==> src/rtl/sarith_pkg.sv <==
package sarith_pkg;
  typedef enum logic [2:0] {
    OP_NOP = 3'd0,
    OP_ADD = 3'd1,
    OP_SUB = 3'd2,
    OP_MUL = 3'd3,
    OP_DIV = 3'd4
  } sarith_op_e;

  typedef enum logic [1:0] {
    CT_IDLE,
    CT_DIVWAIT,
    CT_HOLD
  } sarith_ctl_e;
endpackage

==> src/rtl/sarith_addsub.sv <==
module sarith_addsub #(
  parameter int W = 32
) (
  input  logic [W-1:0] a,
  input  logic [W-1:0] b,
  input  logic         sub,
  output logic [W-1:0] sum,
  output logic         ovf
);
  logic [W:0] ext_a, ext_b, s;

  always_comb begin
    ext_a = {a[W-1], a};
    ext_b = sub ? -{b[W-1], b} : {b[W-1], b};
    s     = ext_a + ext_b;
    sum   = s[W-1:0];
    ovf   = s[W] ^ s[W-1];
  end
endmodule

==> src/rtl/sarith_mul.sv <==
module sarith_mul #(
  parameter int W = 32
) (
  input  logic [W-1:0] a,
  input  logic [W-1:0] b,
  output logic [W-1:0] prod,
  output logic         ovf
);
  localparam int PW = 2 * W;
  logic [PW-1:0] p;
  logic [W:0]    upper;

  always_comb begin
    p     = {{W{a[W-1]}}, a} * {{W{b[W-1]}}, b};
    upper = p[PW-1:W-1];
    prod  = p[W-1:0];
    ovf   = !((&upper) || (~|upper));
  end
endmodule

==> src/rtl/sarith_div.sv <==
module sarith_div #(
  parameter int W = 32
) (
  input  logic         clk,
  input  logic         rst_n,
  input  logic         start,
  input  logic [W-1:0] dividend,
  input  logic [W-1:0] divisor,
  output logic [W-1:0] quo,
  output logic [W-1:0] rmd,
  output logic         fin
);
  localparam int CW = (W > 1) ? $clog2(W) : 1;
  localparam logic [CW-1:0] LAST = CW'(W - 1);

  logic          busy, fixing, neg_q;
  logic [CW-1:0] cnt;
  logic [W-1:0]  q_sh, r_acc, dvs;
  logic [W:0]    r_sh, diff;
  logic          ge;

  always_comb begin
    r_sh = {r_acc, q_sh[W-1]};
    diff = r_sh - {1'b0, dvs};
    ge   = ~diff[W];
  end

  always_ff @(posedge clk) begin
    if (!rst_n) begin
      busy   <= 1'b0;
      fixing <= 1'b0;
      neg_q  <= 1'b0;
      cnt    <= '0;
      q_sh   <= '0;
      r_acc  <= '0;
      dvs    <= '0;
      quo    <= '0;
      rmd    <= '0;
      fin    <= 1'b0;
    end else begin
      fin <= 1'b0;
      if (start) begin
        busy   <= 1'b1;
        fixing <= 1'b0;
        cnt    <= '0;
        r_acc  <= '0;
        q_sh   <= dividend[W-1] ? -dividend : dividend;
        dvs    <= divisor[W-1] ? -divisor : divisor;
        neg_q  <= dividend[W-1] ^ divisor[W-1];
      end else if (busy) begin
        r_acc <= ge ? diff[W-1:0] : r_sh[W-1:0];
        q_sh  <= {q_sh[W-2:0], ge};
        cnt   <= cnt + CW'(1);
        if (cnt == LAST) begin
          busy   <= 1'b0;
          fixing <= 1'b1;
        end
      end else if (fixing) begin
        fixing <= 1'b0;
        fin    <= 1'b1;
        quo    <= neg_q ? -q_sh : q_sh;
        rmd    <= r_acc;
      end
    end
  end
endmodule

==> src/rtl/sarith_unit.sv <==
module sarith_unit #(
  parameter int W = 32
) (
  input  logic         clk,
  input  logic         rst_n,
  input  logic [2:0]   op_code,
  input  logic [W-1:0] opa,
  input  logic [W-1:0] opb,
  input  logic         req,
  output logic [W-1:0] result,
  output logic [W-1:0] remainder,
  output logic         done,
  output logic         err
);
  import sarith_pkg::*;

  localparam logic [W-1:0] MINV = {1'b1, {(W-1){1'b0}}};

  sarith_ctl_e  ctl;
  logic         req_q, start, div_special, div_go;
  logic [W-1:0] as_sum, mul_prod, d_quo, d_rmd;
  logic         as_ovf, mul_ovf, d_fin;

  sarith_addsub #(.W(W)) u_addsub (
    .a(opa), .b(opb), .sub(op_code == OP_SUB), .sum(as_sum), .ovf(as_ovf)
  );

  sarith_mul #(.W(W)) u_mul (
    .a(opa), .b(opb), .prod(mul_prod), .ovf(mul_ovf)
  );

  always_comb begin
    start       = (ctl == CT_IDLE) && req && !req_q;
    div_special = (opb == '0) || ((opa == MINV) && (opb == '1));
    div_go      = start && (op_code == OP_DIV) && !div_special;
  end

  sarith_div #(.W(W)) u_div (
    .clk(clk), .rst_n(rst_n), .start(div_go),
    .dividend(opa), .divisor(opb),
    .quo(d_quo), .rmd(d_rmd), .fin(d_fin)
  );

  always_ff @(posedge clk) begin
    if (!rst_n) begin
      ctl       <= CT_IDLE;
      req_q     <= 1'b0;
      result    <= '0;
      remainder <= '0;
      done      <= 1'b0;
      err       <= 1'b0;
    end else begin
      req_q <= req;
      case (ctl)
        CT_IDLE: begin
          if (start) begin
            remainder <= '0;
            case (op_code)
              OP_ADD, OP_SUB: begin
                result <= as_ovf ? '0 : as_sum;
                err    <= as_ovf;
                done   <= 1'b1;
                ctl    <= CT_HOLD;
              end
              OP_MUL: begin
                result <= mul_ovf ? '0 : mul_prod;
                err    <= mul_ovf;
                done   <= 1'b1;
                ctl    <= CT_HOLD;
              end
              OP_DIV: begin
                if (div_special) begin
                  result <= '0;
                  err    <= 1'b1;
                  done   <= 1'b1;
                  ctl    <= CT_HOLD;
                end else begin
                  ctl <= CT_DIVWAIT;
                end
              end
              default: begin
                result <= '0;
                err    <= 1'b0;
                done   <= 1'b1;
                ctl    <= CT_HOLD;
              end
            endcase
          end
        end
        CT_DIVWAIT: begin
          if (d_fin) begin
            result    <= d_quo;
            remainder <= d_rmd;
            err       <= 1'b0;
            done      <= 1'b1;
            ctl       <= CT_HOLD;
          end
        end
        CT_HOLD: begin
          if (!req) begin
            done <= 1'b0;
            err  <= 1'b0;
            ctl  <= CT_IDLE;
          end
        end
        default: ctl <= CT_IDLE;
      endcase
    end
  end
endmodule

==> config.mk <==
export PLATFORM = sky130hd
export DESIGN_NAME = sarith_unit
export DESIGN_NICKNAME = d
export VERILOG_FILES = /design/src/rtl/sarith_pkg.sv /design/src/rtl/sarith_addsub.sv /design/src/rtl/sarith_mul.sv /design/src/rtl/sarith_div.sv /design/src/rtl/sarith_unit.sv
export SDC_FILE = /design/constraint.sdc
export NUM_CORES = 2
export LEC_CHECK = 0
export ABC_AREA = 0
export BUFFER_PORTS_ARGS = -buffer_cell sky130_fd_sc_hd__buf_2
export CAP_MARGIN = 10
export CORE_ASPECT_RATIO = 1.1
export CORE_UTILIZATION = 55
export CTS_CLUSTER_DIAMETER = 60
export DETAILED_ROUTE_END_ITERATION = 6
export PLACE_DENSITY_LB_ADDON = 0.08
export SYNTH_ARGS = -nofsm -noshare
export SYNTH_HDL_FRONTEND = slang
export SYNTH_SLANG_ARGS = --single-unit
==> constraint.sdc <==
create_clock -name clk -period 17.1 [get_ports clk]
set_input_delay 2.565 -clock clk [delete_from_list [all_inputs] [get_ports clk]]
set_output_delay 2.565 -clock clk [all_outputs]
set_load 0.005 [all_outputs]
Word-level counts from Yosys, hierarchy flattened. Cells that the tools add are included. Widths: inputs -> output; s select.

Bits in writable memories: 0. Register bits after elaboration: 238. Bits in read-only memories: 0. Word-level logic and storage cells: 107. Bits in latches: 0. Memories kept: 0. Output and inout port bits: 66. Bits of input ports: 70.

Shift-type cells: 0. Add/subtract/negate cells: 7. Mux-type cells: 37. Multipliers: 1. Bitwise operators: 6. Eq/ne operators: 13. $lt $le $gt $ge: 0. Reductions and logical operators: 27. Divide/modulo/power cells: 0.

Operators by type and width (count): $mux 32 (13); $pmux 32 s2 (2); $neg 32->32 (3); $pmux 32 s3 (1); $eq 32x32->1 const B (2); $mul 32x32->64 (1); $add 33x33->33 (1); $mux 33 (1); $neg 33->33 (1); $reduce_and 33->1 (1); $reduce_or 33->1 (1); $sub 33x32->33 (1); $logic_not 32->1 (1); $mux 1 (11); $mux 2 (5); $pmux 1 s3 (3); $reduce_and 3->1 (3); $eq 3x2->1 const B (2); $pmux 2 s3 (1); $reduce_or 3->1 (2); $add 5x1->5 const B (1); $eq 5x5->1 const B (1); $logic_and 1x1->1 (5); $reduce_and 5->1 (1); other kinds (16) (27).

Depth between registers and ports, before layout.
Word-level depth: 8. Gate-level depth with buffers: 35. Depth with buffers taken out: 29.

Modules after synthesis. From an unflattened synthesis, not the netlist that was laid out.

Cell total of the unflattened synthesis: 5823. Area total of the unflattened synthesis: 52268.9 um^2.

Modules (own cells, without submodules): sarith_mul (area each 35949.5 um^2, seq. area each 0.0 um^2, instances 1, cells each 3780); sarith_div (area each 10311.1 um^2, seq. area each 3383.2 um^2, instances 1, cells each 1285); sarith_unit (area each 3687.3 um^2, seq. area each 1381.3 um^2, instances 1, cells each 440); sarith_addsub (area each 2321.0 um^2, seq. area each 0.0 um^2, instances 1, cells each 318).

Least setup slack after synthesis. No wires, ideal clock.

Path type: input port to flip-flop. Start point: input port opa[31]. End point: register result[21]. Arrival: 11.751 ns. Required time: 17.012 ns. Setup time: 0.088 ns. Cell stages on the path: 33. Buffers on the path: 5. Setup slack: 5.261 ns. Cells stage by stage: clkbuf_1 clkbuf_1 buf_1 nand2_1 inv_1 fa_1 fa_1 inv_1 fa_1 inv_1 fa_1 inv_1 fa_1 fa_1 fa_1 fa_1 inv_1 ha_1 clkbuf_1 a21o_1 a21o_1 a21oi_2 o21ai_0 a31oi_1 or2_2 o211ai_1 or3_1 nor4b_2 nand3_1 o41ai_4 buf_6 nand2_2 a311oi_2.

Cells in the longest elaborated chain, start to end: 8. Elaborated cells between the ends (all ways): 17. Those cells by class: add/sub (1); mul (1); eq/ne (2); mux (5); bitwise (1); reduce/logical (7).

RTL lines: start, declared (RTL line sarith_unit.sv:7) `input logic [W-1:0] opa,`; $mul 32x32->64 (RTL line sarith_mul.sv:14) `p = {{W{a[W-1]}}, a} * {{W{b[W-1]}}, b};`; $reduce_or 33->1 (RTL line sarith_mul.sv:17) `ovf = !((&upper) || (~|upper));`; $logic_not 1->1 (RTL line sarith_mul.sv:17); $logic_or 1x1->1 (RTL line sarith_mul.sv:17); $mux 32 (RTL line sarith_unit.sv:66) `result <= mul_ovf ? '0 : mul_prod;`; $pmux 32 s3 (RTL line sarith_unit.sv:58) `case (op_code)`; $mux 32 (RTL line sarith_unit.sv:56) `if (start) begin`; $pmux 32 s2 (RTL line sarith_unit.sv:54) `case (ctl)`; end signal, assigned (RTL line sarith_unit.sv:60) `result <= as_ovf ? '0 : as_sum;`; end signal, assigned (RTL line sarith_unit.sv:66); end signal, assigned (RTL line sarith_unit.sv:92) `result <= d_quo;`; end, declared (RTL line sarith_unit.sv:10) `output logic [W-1:0] result,`.

Parallel ways exist; a longest one is shown, timed or not. The select of a mux whose other input is x is not followed. A chain may end at the register's enable or synchronous reset.

Final worst setup path.
Start point: input port opa[31]. End point: register result[3].

The elaborated chain is that of the path after synthesis.

==> run summary <==
* finished clean — outcome
* sky130_fd_sc_hd__clkbuf_16 — CTS root buffer
* 0.300 — worst slew margin relative to its limit
* 0 — Max Cap Viol
* 293 µm — die extent in x
* in2reg — critical path class
* 1 — maximum level of the CTS H-tree
* 96 — number of different library cells in the post-synthesis netlist
* 3080 — violation count after the first detailed-route iteration
* sky130_fd_sc_hd__fa_1 (42%), sky130_fd_sc_hd__dfxtp_1 (9.3%), sky130_fd_sc_hd__nand2_1 (6.4%), sky130_fd_sc_hd__ha_1 (6.4%), sky130_fd_sc_hd__inv_1 (5.8%) — ranking of synthesized cells by area
* 12770 ps — arrival time at the worst endpoint
* 25 — CTS buffer count
* 238 — #FFs+latches synth
* 0 — fraction of registers with async set or reset after synthesis
* sky130_fd_sc_hd__fa_1 (1084), sky130_fd_sc_hd__nand2_1 (875), sky130_fd_sc_hd__inv_1 (787), sky130_fd_sc_hd__and2_1 (448), sky130_fd_sc_hd__ha_1 (261) — most frequent cells in the layout
* 0.555 — initial standard-cell utilization of the core
* 0 — Hold Violations, Final
* 12290 ps — minimum period implied by the final worst setup slack
* 3 — Clock Tree Buf Depth
* 4.54% — area added between synthesis and finish
* 238 — number of clock sinks
* 17580 ps — Critical Path RT
* 0.0968 — post-synthesis compound-gate area fraction
* adder cells — combinational family with the most area after synthesis
* 5746 — synthesized instance count
* 0.487 — Adder-Cell Fraction of Synth Area
* 81.4 MHz — Max Fclk
* 0 — number of antenna-violating nets in the routed design
* 0.0924 mm² — CORE AREA
* 0 — residual DRC count
* reg2reg — type of the worst min-delay path
* 0.0560 — share of layout cells above drive strength 1
* sky130_fd_sc_hd__fa_1 — Max stage delay cell, worst path
* 117 — number of rows in the core area
* 0.984 — gp weighted congestion
* 560 ps — Clk Latency, worst-skew pair
* 0.182 — area fraction in and, or, nand and nor cells after synthesis
* 42200 — via count of the first global-routing pass
* 8.92 µm² — Post-Syn Area per Cell
* 0.0421 mm² — total area of multi-input combinational cells
* 0 — final global-route overflow total
* 124 mm — estimated wirelength of the detail-placed design
* 136 — number of top-level design ports
* 0 — total count of max-transition violations in the final report
* 0.719 — Final period util
* 0 — number of post-CTS setup repair buffers
* done — TritonCTS clock tree
* 0 — number of instances resized during post-cts repair
* 1050 ps — transition time at the pin with the least slew margin
* 0 ps — Final TNS setup
* 40700 — count of vias placed by the detailed router
* sky130_fd_sc_hd__fa_1 — Crit path top cell by count
* 24.2 µm — routed length per instance
* 0.0137 — portion of netlist area occupied by mux cells
* 0.0395 — xor-xnor portion of the synthesized cell area
* 0.363 — global-route usage over all layers
* 135 — # port buffers
* 0.0944 mm² — Die Outline Area
* 5 — initial antenna violation count
* 0.00477 mm² — area of all sequential standard cells
* 0.580 — Core Util, Final
* sky130_fd_sc_hd__dfxtp_1 — commonest register cell after synthesis
* 0 — quantity of hold-fixing buffers added after cts
* 60 ps — clock-pin slew on the worst setup and hold paths
* 0 — count of final setup violators
* 0.423 — share of the synthesized area in the top cell type
* no — RSZ-0062 raised after global routing
* 7161 — post-synth net total
* sky130_fd_sc_hd__fa_1 — library cell with the largest summed area after synthesis
* 0.0930 — sequential-to-total area share from yosys stat
* 21.0 ps — Worst Skew
* 322 µm — height of the die
* 0 — number of synthesized flops with an enable pin
* register — CP endpoint kind
* 0.0512 mm² — synthesized area
* input port — nature of the critical path startpoint
* 456 ps — final worst hold slack
* 7023 — final net count
* 81 — pin count of the biggest net entering global routing
* 930 ps — delay contributed by the slowest stage of the critical path
* adder cells — kind of cell adding the most delay to the critical path
* sky130_fd_sc_hd__fa_1 — most common library cell in the layout ignoring fill and taps
* 0 — Synth Warn #
* 167 mm — total wire length
* 8378 — number of filler cells placed in the layout
* 5.92 — average vias per placed instance
* 45 — largest driver fanout on the critical path
* 258 mm — global-route wire length before repair
* 8 — number of buffer and inverter instances along the worst setup path
* 7 — drt first pass iters
-- synthesized netlist by cell type, drive strengths merged, types with 18 or more instances --
library cell and count:
a211oi 70, a21boi 31, a21o 41, a21oi 178, a22oi 36, a31oi 25, and2 450, and3 46
buf 81, clkbuf 306, dfxtp 238, fa 1084, ha 261, inv 788, mux2i 69, nand2 876
nand2b 47, nand3 45, nand4 37, nor2 223, nor2b 19, nor3 67, nor4 18, o211ai 28
o21a 20, o21ai 174, o31ai 34, or3 54, xnor2 125, xor2 106
-- stage by stage --
stage / setup slack (ps) / cell area [µm²] / cells
after floorplan: 5260 / 51200 / 5746
after global placement: 4470 / 52700 / 6830
after detailed placement: 4350 / 52700 / 6830
after CTS: 4880 / 53600 / 6874
after global routing: 4140 / 53600 / 6874
final: 4810 / 53600 / 6875
-- state kept, by name (all words and copies together) (netlist names), 2 cells and up --
register and count:
u_div.cnt 5, u_div.dvs 32, remainder 32, u_div.r_acc 32
u_div.quo 32, u_div.q_sh 32, result 32, ctl 2
u_div.rmd 32
-- path summary, 6_finish.rpt --
| kind | depth (start not counted) | startpoint | slack [ps] | to |
|---|---|---|---|---|
| max | 30 | opa[31] | 4810 | result[3] |
| min | 2 | u_div.rmd[5] | 460 | u_div.rmd[5] |
| max reg2reg | 16 | u_div.q_sh[31] | 12010 | u_div.r_acc[12] |
| min reg2reg | 2 | u_div.rmd[5] | 460 | u_div.rmd[5] |
-- area by class of cell --
type                       count  area share
clock inverter                12     0.00357
sequential                   238      0.0890
tap                         1249      0.0292
inverter                     790      0.0554
antenna                        1   0.0000467
timing repair buffer         222      0.0248
multi-input combinational   4331       0.785
clock buffer                  32      0.0129
-- cell families (layout without fill, tap and decap cells) --
kind of cell / count (synthesis) / after routing
compound gates: 749 / 749
simple gates: 1936 / 1936
xor+xnor: 231 / 231
mux: 70 / 70
other cells: 0 / 1
flops: 238 / 238
fa+ha+maj: 1345 / 1345
buf+inv: 1177 / 1056
-- worst min-delay path: cells and delay by family (launching register included) --
kind	cells	cell delay, ps
and+or+nand+nor	1	50
AOI/OAI and AO/OA	1	50
DFF	1	310
-- per-layer routing --
layer  vias to the layer above  track usage  share of wire
met4                         2        0.197          0.064
met3                       489       0.0528          0.073
met1                     20800        0.465           0.39
met5                         -            0        0.00011
met2                      1652        0.595           0.47
li1                      17700            -              -
Power is not shown: default switching activity piles up to over one toggle a cycle in this logic, so the estimate is an artifact.
